`config.mk`:
```
export PLATFORM = sky130hd
export DESIGN_NAME = ssm_gen
export DESIGN_NICKNAME = d
export VERILOG_FILES = /design/src/rtl/ssm_pkg.sv /design/src/rtl/ssm_sync.sv /design/src/rtl/ssm_rng_dec.sv /design/src/rtl/ssm_tri_core.sv /design/src/rtl/ssm_gen.sv
export SDC_FILE = /design/constraint.sdc
export NUM_CORES = 1
export LEC_CHECK = 0
export ABC_AREA = 1
export CAP_MARGIN = 5
export CORE_ASPECT_RATIO = 0.7
export CORE_MARGIN = 5
export CORE_UTILIZATION = 40
export CTS_CLUSTER_DIAMETER = 60
export DETAILED_ROUTE_END_ITERATION = 12
export PLACE_DENSITY = 0.68
export SLEW_MARGIN = 20
export SYNTH_ARGS = -nofsm -noshare
export SYNTH_HDL_FRONTEND = slang
export SYNTH_SLANG_ARGS = --single-unit
```
`constraint.sdc`:
```
create_clock -name clk_i -period 10.1 [get_ports clk_i]
set_input_delay 3.03 -clock clk_i [delete_from_list [all_inputs] [get_ports clk_i]]
set_output_delay 3.03 -clock clk_i [all_outputs]
set_load 0.005 [all_outputs]
```
`src/rtl/ssm_pkg.sv`:
```
package ssm_pkg;
  localparam int RNG_W  = 2;
  localparam int EXP_W  = RNG_W + 1;
  localparam int SYNC_W = 2 + 2 * RNG_W;
  localparam logic [RNG_W-1:0] RNG_RSVD = '0;

  typedef enum logic {DIR_UP = 1'b0, DIR_DN = 1'b1} dir_e;
endpackage

```
`src/rtl/ssm_sync.sv`:
```
module ssm_sync #(
  parameter int          W       = 1,
  parameter logic [W-1:0] RST_VAL = '0
) (
  input  logic         clk_i,
  input  logic         rst_ni,
  input  logic [W-1:0] d_i,
  output logic [W-1:0] q_o
);
  logic [W-1:0] s1_q, s2_q;

  always_ff @(posedge clk_i or negedge rst_ni) begin
    if (!rst_ni) begin
      s1_q <= RST_VAL;
      s2_q <= RST_VAL;
    end else begin
      s1_q <= d_i;
      s2_q <= s1_q;
    end
  end

  assign q_o = s2_q;
endmodule

```
`src/rtl/ssm_rng_dec.sv`:
```
module ssm_rng_dec
  import ssm_pkg::*;
(
  input  logic                    [RNG_W-1:0] in_code_i,
  input  logic                    [RNG_W-1:0] out_code_i,
  output logic                                bad_o,
  output logic signed             [EXP_W-1:0] exp_o
);
  always_comb begin
    bad_o = (in_code_i == RNG_RSVD) || (out_code_i == RNG_RSVD);
    exp_o = bad_o ? '0 : ($signed({1'b0, out_code_i}) - $signed({1'b0, in_code_i}));
  end
endmodule

```
`src/rtl/ssm_tri_core.sv`:
```
module ssm_tri_core
  import ssm_pkg::*;
#(
  parameter int PERIOD_CYC = 1000,
  parameter int OFS_W      = 16,
  parameter int NARROW_LIM = 410,
  parameter int WIDE_LIM   = 1638
) (
  input  logic                    clk_i,
  input  logic                    rst_ni,
  input  logic                    run_i,
  input  logic                    wsel_i,
  input  logic                    bad_i,
  output logic signed [OFS_W-1:0] ofs_o
);
  localparam int HALF  = PERIOD_CYC / 2;
  localparam int ERR_W = $clog2(HALF) + 2;
  localparam int Q_N   = (2 * NARROW_LIM) / HALF;
  localparam int R_N   = (2 * NARROW_LIM) % HALF;
  localparam int Q_W   = (2 * WIDE_LIM) / HALF;
  localparam int R_W   = (2 * WIDE_LIM) % HALF;
  localparam int STEP_MAX = Q_W + 1;

  localparam logic signed [ERR_W-1:0] HALF_E = ERR_W'(HALF);
  localparam logic signed [OFS_W-1:0] LIM_N  = OFS_W'(NARROW_LIM);
  localparam logic signed [OFS_W-1:0] LIM_W  = OFS_W'(WIDE_LIM);

  logic signed [OFS_W-1:0] ofs_q, ofs_d;
  logic signed [ERR_W-1:0] err_q, err_d;
  dir_e                    dir_q, dir_d;
  logic                    w_act_q, w_eff, p_zero;

  logic signed [OFS_W-1:0] lim, q_sel, ofs_up, ofs_dn, cy_up, cy_dn;
  logic signed [ERR_W-1:0] r_sel, err_up_raw, err_dn_raw, err_up, err_dn;
  logic                    carry, borrow;

  assign p_zero = (ofs_q == '0) && (err_q == '0);
  assign w_eff  = p_zero ? wsel_i : w_act_q;

  always_comb begin
    lim        = w_eff ? LIM_W : LIM_N;
    q_sel      = w_eff ? OFS_W'(Q_W) : OFS_W'(Q_N);
    r_sel      = w_eff ? ERR_W'(R_W) : ERR_W'(R_N);
    err_up_raw = err_q + r_sel;
    carry      = err_up_raw >= HALF_E;
    err_up     = carry ? err_up_raw - HALF_E : err_up_raw;
    cy_up      = {{(OFS_W-1){1'b0}}, carry};
    ofs_up     = ofs_q + q_sel + cy_up;
    err_dn_raw = err_q - r_sel;
    borrow     = err_dn_raw < 0;
    err_dn     = borrow ? err_dn_raw + HALF_E : err_dn_raw;
    cy_dn      = {{(OFS_W-1){1'b0}}, borrow};
    ofs_dn     = ofs_q - q_sel - cy_dn;
  end

  always_comb begin
    ofs_d = ofs_q;
    err_d = err_q;
    dir_d = dir_q;
    if (bad_i) begin
      ofs_d = '0;
      err_d = '0;
      dir_d = DIR_UP;
    end else if (run_i) begin
      if (dir_q == DIR_UP) begin
        if (ofs_up >= lim) begin
          ofs_d = lim;
          err_d = '0;
          dir_d = DIR_DN;
        end else begin
          ofs_d = ofs_up;
          err_d = err_up;
        end
      end else begin
        if ((ofs_dn < -lim) || ((ofs_dn == -lim) && (err_dn == '0))) begin
          ofs_d = -lim;
          err_d = '0;
          dir_d = DIR_UP;
        end else begin
          ofs_d = ofs_dn;
          err_d = err_dn;
        end
      end
    end else if (ofs_q < 0) begin
      // ramp up toward zero
      dir_d = DIR_UP;
      if (ofs_up >= 0) begin
        ofs_d = '0;
        err_d = '0;
      end else begin
        ofs_d = ofs_up;
        err_d = err_up;
      end
    end else if (!p_zero) begin
      // ramp down toward zero
      if ((ofs_dn < 0) || ((ofs_dn == 0) && (err_dn == '0))) begin
        ofs_d = '0;
        err_d = '0;
        dir_d = DIR_UP;
      end else begin
        ofs_d = ofs_dn;
        err_d = err_dn;
        dir_d = DIR_DN;
      end
    end else begin
      dir_d = DIR_UP;
    end
  end

  always_ff @(posedge clk_i or negedge rst_ni) begin
    if (!rst_ni) begin
      ofs_q   <= '0;
      err_q   <= '0;
      dir_q   <= DIR_UP;
      w_act_q <= 1'b0;
    end else begin
      ofs_q   <= ofs_d;
      err_q   <= err_d;
      dir_q   <= dir_d;
      w_act_q <= w_eff;
    end
  end

  assign ofs_o = ofs_q;


  lim_chk: assert property (@(posedge clk_i) disable iff (!rst_ni)
    w_act_q ? (ofs_q <= LIM_W && ofs_q >= -LIM_W) : (ofs_q <= LIM_N && ofs_q >= -LIM_N));


  step_chk: assert property (@(posedge clk_i) disable iff (!rst_ni)
    !bad_i |=> ((int'(ofs_q) - int'($past(ofs_q))) <= STEP_MAX &&
                (int'(ofs_q) - int'($past(ofs_q))) >= -STEP_MAX));


  ramp_chk: assert property (@(posedge clk_i) disable iff (!rst_ni)
    (!run_i && !bad_i && ofs_q > 0) |=> (ofs_q >= 0 && ofs_q <= $past(ofs_q)));


  wchg_chk: assert property (@(posedge clk_i) disable iff (!rst_ni)
    !$stable(w_act_q) |-> ($past(ofs_q) == '0));
endmodule

```
`src/rtl/ssm_gen.sv`:
```
module ssm_gen
  import ssm_pkg::*;
#(
  parameter int PERIOD_CYC = 1000,
  parameter int OFS_W      = 16,
  parameter int NARROW_LIM = 410,
  parameter int WIDE_LIM   = 1638
) (
  input  logic                    clk_i,
  input  logic                    rst_ni,
  input  logic                    spread_en_ni,
  input  logic                    width_sel_i,
  input  logic [RNG_W-1:0]        in_rng_i,
  input  logic [RNG_W-1:0]        out_rng_i,
  output logic signed [OFS_W-1:0] ofs_o,
  output logic [EXP_W-1:0]        mult_exp_o,
  output logic                    rng_bad_o
);
  localparam logic [SYNC_W-1:0] SYNC_RST = {1'b0, 1'b0, {RNG_W{1'b1}}, {RNG_W{1'b1}}};

  logic [SYNC_W-1:0]       raw, syn;
  logic                    en_n_s, w_s, bad_c;
  logic [RNG_W-1:0]        in_s, out_s;
  logic signed [EXP_W-1:0] exp_c;
  logic                    bad_q;
  logic [EXP_W-1:0]        exp_q;

  assign raw = {spread_en_ni, width_sel_i, in_rng_i, out_rng_i};

  ssm_sync #(.W(SYNC_W), .RST_VAL(SYNC_RST)) u_sync (
    .clk_i (clk_i),
    .rst_ni(rst_ni),
    .d_i   (raw),
    .q_o   (syn)
  );

  assign {en_n_s, w_s, in_s, out_s} = syn;

  ssm_rng_dec u_dec (
    .in_code_i (in_s),
    .out_code_i(out_s),
    .bad_o     (bad_c),
    .exp_o     (exp_c)
  );

  ssm_tri_core #(
    .PERIOD_CYC(PERIOD_CYC),
    .OFS_W     (OFS_W),
    .NARROW_LIM(NARROW_LIM),
    .WIDE_LIM  (WIDE_LIM)
  ) u_core (
    .clk_i (clk_i),
    .rst_ni(rst_ni),
    .run_i (!en_n_s),
    .wsel_i(w_s),
    .bad_i (bad_c),
    .ofs_o (ofs_o)
  );

  always_ff @(posedge clk_i or negedge rst_ni) begin
    if (!rst_ni) begin
      bad_q <= 1'b0;
      exp_q <= '0;
    end else begin
      bad_q <= bad_c;
      exp_q <= exp_c;
    end
  end

  assign rng_bad_o  = bad_q;
  assign mult_exp_o = exp_q;


  rsvd_zero_chk: assert property (@(posedge clk_i) disable iff (!rst_ni)
    rng_bad_o |-> (ofs_o == '0 && mult_exp_o == '0));
endmodule

```
==> results of run 1 <==
-- area by class of cell --
cell class | instances | share of cell area [%]
clock buffers | 5 | 2.267
well taps | 162 | 3.672
inverters | 108 | 7.480
repair buffers | 31 | 5.394
multi-input cells | 588 | 60.65
flip-flops and latches | 43 | 19.67
clock inverters | 3 | 0.8613
-- layout by cell type (no fill, tap or decap), types with 2 or more instances in the layout --
cell type / Yosys / final
a21oi_2: 5 / 5
o21ai_0: 15 / 15
o21ai_1: 6 / 6
clkinv_1: 3 / 3
dfstp_2: 8 / 8
or2_2: 2 / 2
dfrtp_1: 35 / 35
nand2_2: 18 / 18
nand4_1: 28 / 28
nor3_1: 7 / 7
o21ai_2: 3 / 3
nand4_2: 2 / 2
nor2_2: 9 / 9
nand2_4: 6 / 6
clkdlybuf4s50_1: 0 / 26
inv_1: 100 / 100
a22oi_1: 2 / 2
xor2_1: 16 / 16
nand3_1: 82 / 82
nand3_4: 2 / 2
nor2_1: 54 / 54
nor3_2: 2 / 2
clkbuf_16: 0 / 5
nor4_1: 3 / 3
buf_4: 2 / 5
nor2_4: 6 / 6
inv_6: 1 / 2
nand3b_1: 3 / 3
inv_2: 3 / 3
nand2_1: 222 / 222
ha_1: 37 / 37
a21oi_1: 31 / 31
nand3_2: 8 / 8
fa_1: 5 / 5
xnor2_1: 5 / 5
-- cells by family after synthesis --
logic type	synth area share, %
AO/OA/AOI/OAI	8.073
XOR/XNOR	3.708
adder cells (fa/ha/maj)	11.35
buffers and inverters	10.60
flip-flops	21.90
AND/OR/NAND/NOR	44.37
-- synthesized netlist by cell type (all sizes together), types with 9 or more instances --
| master | number | area share [%] |
|---|---|---|
| a21oi | 36 | 4.0 |
| buf | 14 | 2.0 |
| dfrtp | 35 | 18 |
| ha | 37 | 9.3 |
| inv | 105 | 8.1 |
| nand2 | 246 | 20 |
| nand3 | 92 | 11 |
| nand4 | 30 | 4.0 |
| nor2 | 69 | 6.6 |
| nor3 | 9 | 1.1 |
| o21ai | 24 | 2.6 |
| xor2 | 16 | 2.8 |
-- through the flow --
| stage | hold WS, ns | utilization, % | setup slack, ns | area [µm²] | std cells |
|---|---|---|---|---|---|
| global route | 0.3573 | 44.90 | 0.7855 | 5520 | 940 |
| detailed placement | 0.3347 | 43.48 | 1.888 | 5345 | 932 |
| floorplan | 0.3312 | - | 3.085 | 4960 | 757 |
| global placement | 0.3313 | 43.48 | 1.970 | 5345 | 932 |
| CTS | 0.3481 | 44.88 | 1.838 | 5518 | 940 |
| finish | 0.3462 | 44.90 | 1.671 | 5520 | 940 |
-- worst max-delay path: cells and delay by family (launching register included) --
| family | cells | cell delay [ns] |
|---|---|---|
| buf+inv | 8 | 1.66 |
| flops | 1 | 0.55 |
| fa+ha+maj | 4 | 1.20 |
| simple gates | 22 | 2.81 |
| xor+xnor | 2 | 1.01 |
| compound gates | 7 | 1.07 |
-- per-layer routing --
layer | global-route usage (%) | up-vias | share of wire, %
met5 | 2.961 | - | 0.38
met4 | 4.164 | 2 | 1.2
met3 | 7.603 | 26 | 14
met2 | 27.06 | 288 | 36
met1 | 33.75 | 2277 | 49
li1 | - | 2484 | -
-- sequential cells by signal, indices dropped and copies added, names as in the netlist --
signal and count:
u_sync.q_o 6, u_core.w_act_q 1, u_core.ofs_o 16, u_core.dir_q 1
mult_exp_o 3, u_core.err_q 9, rng_bad_o 1, u_sync.s1_q 6
-- path summary, 6_finish.rpt --
kind | endpoint | slack [ns]
max in group asynchronous | u_core.err_q[8] | 6.97
hold / removal | u_sync.q_o[4] | 0.35
hold reg to reg | u_sync.q_o[4] | 0.35
setup reg to reg | u_core.err_q[4] | 1.67
setup / recovery | u_core.err_q[4] | 1.67
min in group asynchronous | u_core.ofs_o[15] | 2.72
==> flow_metrics.tcl, run 1 <==
set metrics [dict create \
    status "complete, no violations" \
    synthArstFlopShare_pct 100.0 \
    post-dp-hpwl_um 12160 \
    place_congestion 0.9462 \
    wirelength_um 15370 \
    hold_start "u_sync.s1_q[4]" \
    clk_latency_ns 0.30 \
    nets 827 \
    numCtsBuffers 5 \
    synth_cells 757 \
    die_area_um2 14760 \
    vias_per_cell 5.401 \
    clkTransAtPathRegs_ns 0.07 \
    cts_max_level 2 \
    num_vias 5077 \
    r2r_start "u_core.ofs_o[15]" \
    diodes 0 \
    drt-initial-drc-count 524 \
    hold_buffers 0 \
    synth_area_um2 4960 \
    grt_pass1_wl_um 24600 \
    ant_nets 0 \
    max_freq_mhz 118.6 \
    firstDrtPassIters 5 \
    ys_types 47 \
    layout-drive-gt1-share_pct 11.70 \
    cts-root-buf "clkbuf_16" \
    synth_ff_type "dfrtp_1" \
    cpMaxStageDelayCell "xor2_1" \
    endpoint_kind "flop" \
    fp.dieW_um 143.1 \
    cts_sinks 43 \
    synth.ff_latch_count 43 \
    crit_required_ns 10.32 \
    area_growth_syn_to_layout_pct 11.30 \
    maxSlewViolCount 0 \
    final.min_clock_period_ns 8.429 \
    multi_input_area_um2 3348 \
    maxSlewHeadroom_pct 34.68 \
    ff_latch_area_um2 1086 \
    avgSynthCellArea_um2 6.552 \
    drv_cap 0 \
    crit_fanout 21 \
    crit_start "u_core.ofs_o[15]" \
    port_buffers 27 \
    clock_path_buffers 2 \
    min_period_over_period_pct 83.46 \
    fin_tns_setup_ns 0 \
    post_cts_buffers 0 \
    fillers 1272 \
    finalClockSkew_ns 0.01055 \
    drc 0 \
    overflow 0 \
    grt_max_degree 44 \
    die_h_um 103.2 \
    cts_tree "done" \
    grt_pass1_vias 4495 \
    max_stage_delay_ns 0.79 \
    rsz0062_at_grt "no" \
    hp-class "reg -> reg" \
    synth_nets 807 \
    hold_viol 0 \
    tightest_slew_ns 0.9765 \
    pin_count 28 \
    synth_edf_count 0 \
    start_util_pct 40.34 \
    yosysSeqAreaShare_pct 21.90 \
    antenna_found_initial 0 \
    grt_usage_pct 21.44 \
    worst_ep_arrival_time_ns 8.64 \
    wl_per_cell_um 16.35 \
    whs_path_depth 0 \
    r2r_cells 43 \
    rows 34 \
    setup_violations 0 \
    cp_common_cell "nand2_1" \
    core_um2 12290 \
    cts-resized-gates 0 \
    synth.yosys.warnings 0 \
    critPathLaunchType "flop" \
    crit_type "reg -> reg" \
]
Power of run 1 is not shown: default switching activity piles up to over one toggle a cycle in this logic, so the estimate is an artifact.
==> run 2, diff against run 1 <==
Settings changed: PLACE_DENSITY 0.68 to 0.7.
Clock period 10.1 ns to 7 ns, I/O delays scaled along.
==> run 2 against run 1 <==
Effect of this change:
- utilization grew 3.4 points
- first-iteration DRC count grew 36%
- final cell count grew 4.0%
- non-clock buffer count grew 37
- wire length grew 7.8%
- via count grew 5.4%
- clock-buffer cell count is the same
==> flow_metrics.tcl, run 2 (same netlist as run 1, synthesis figures left out) <==
set metrics [dict create \
    status "complete, no violations" \
    placed_cells 960 \
    fp.dieW_um 143.1 \
    cts_sinks 43 \
    rows 34 \
    hp-class "reg -> reg" \
    hold_buffers 0 \
    wl_per_cell_um 16.93 \
    wirelength_um 16560 \
    cts_tree "done" \
    place_congestion 1.021 \
    die_area_um2 14760 \
    area_growth_syn_to_layout_pct 19.63 \
    cts_max_level 2 \
    hold_viol 0 \
    clkTransAtPathRegs_ns 0.07 \
    drc 0 \
    num_vias 5351 \
    antenna_found_initial 0 \
    grt_pass1_wl_um 25450 \
    numCtsBuffers 5 \
    clock_path_buffers 2 \
    fin_tns_setup_ns 0 \
    post-dp-hpwl_um 12500 \
    grt_max_degree 44 \
    diodes 0 \
    final_cell_mix "221 x nand2_1, 97 x inv_1, 81 x nand3_1, 50 x nor2_1, 41 x buf_4" \
    die_h_um 103.2 \
    vias_per_cell 5.471 \
    start_util_pct 40.34 \
    max_freq_mhz 150.8 \
    crit_type "reg -> reg" \
    endpoint_kind "flop" \
    setup_violations 0 \
    crit_required_ns 7.22 \
    pin_count 28 \
    worst_ep_arrival_time_ns 6.85 \
    cpMaxStageDelayCell "fa_1" \
    firstDrtPassIters 9 \
    grt_usage_pct 22.21 \
    core_um2 12290 \
    nets 865 \
    finalClockSkew_ns 0.009217 \
    final.min_clock_period_ns 6.630 \
    cp_common_cell "nand2_1" \
    largest_reg_flops 16 \
    grt_pass1_vias 4635 \
    crit_fanout 10 \
    ant_nets 0 \
    layout-drive-gt1-share_pct 18.50 \
    tightest_slew_ns 1.031 \
    max_stage_delay_ns 0.52 \
    critPathLaunchType "flop" \
    cts-root-buf "clkbuf_16" \
    final_cells 978 \
    min_period_over_period_pct 94.71 \
    maxSlewViolCount 0 \
    maxSlewHeadroom_pct 30.82 \
    port_buffers 27 \
    drv_cap 0 \
    layout_commonest_cell "nand2_1" \
    clk_latency_ns 0.30 \
    drt-initial-drc-count 714 \
    overflow 0 \
]
[run 2: through the flow]
step / hold WS, ns / area (µm²) / setup slack, ns / utilization (%)
after CTS: 0.3503 / 5756 / 0.1572 / 46.81
after floorplan: 0.3312 / 4964 / 0.4258 / -
after global placement: 0.3336 / 5559 / 0.3346 / 45.22
after detailed placement: 0.3347 / 5559 / 0.3269 / 45.22
final: 0.3476 / 5933 / 0.3705 / 48.26
after global routing: 0.3579 / 5933 / -0.08328 / 48.26
[run 2: final cells by class]
cell class / instances / area, µm²
clock inverter: 3 / 71.32
inverter: 108 / 412.9
timing repair buffer: 68 / 579.3
clock buffer: 5 / 125.1
sequential: 43 / 1089
multi-input combinational: 589 / 3453
tap: 162 / 202.7
fill: 1194 / 6361
[run 2: path summary, 6_finish.rpt]
kind,start,cells after the start,endpoint,slack [ns]
max in group asynchronous,rst_ni,1,u_core.err_q[10],4.77
worst max register to register,u_core.err_q[7],42,u_core.err_q[9],0.37
worst min-delay path,u_sync.s1_q[4],0,u_sync.q_o[4],0.35
min in group asynchronous,rst_ni,1,u_core.ofs_o[11],1.80
worst min register to register,u_sync.s1_q[4],0,u_sync.q_o[4],0.35
worst max-delay path,u_core.err_q[7],42,u_core.err_q[9],0.37
[run 2: critical path: cells and delay by family (launching register included)]
kind	cells	cell delay, ns
AOI/OAI and AO/OA	5	0.71
and+or+nand+nor	23	2.64
xor gates and xnor gates	1	0.40
DFF	1	0.42
buffers and inverters	8	0.91
adders and majority gates	5	1.44
[run 2: repair_timing]
item                       in CTS  in global routing
resized for setup               0                 25
setup endpoints to repair       0                 24
buffers inserted                0                  9
[run 2: metal layers]
metal,global-route usage (%),wire length (µm),vias to the layer above
li1,-,-,2559
met1,35.40,7677,2397
met2,29.80,6220,368
met3,6.120,2444,27
met4,3.068,218,0
met5,0,0,-
Power of run 2 is left out for the same reason.
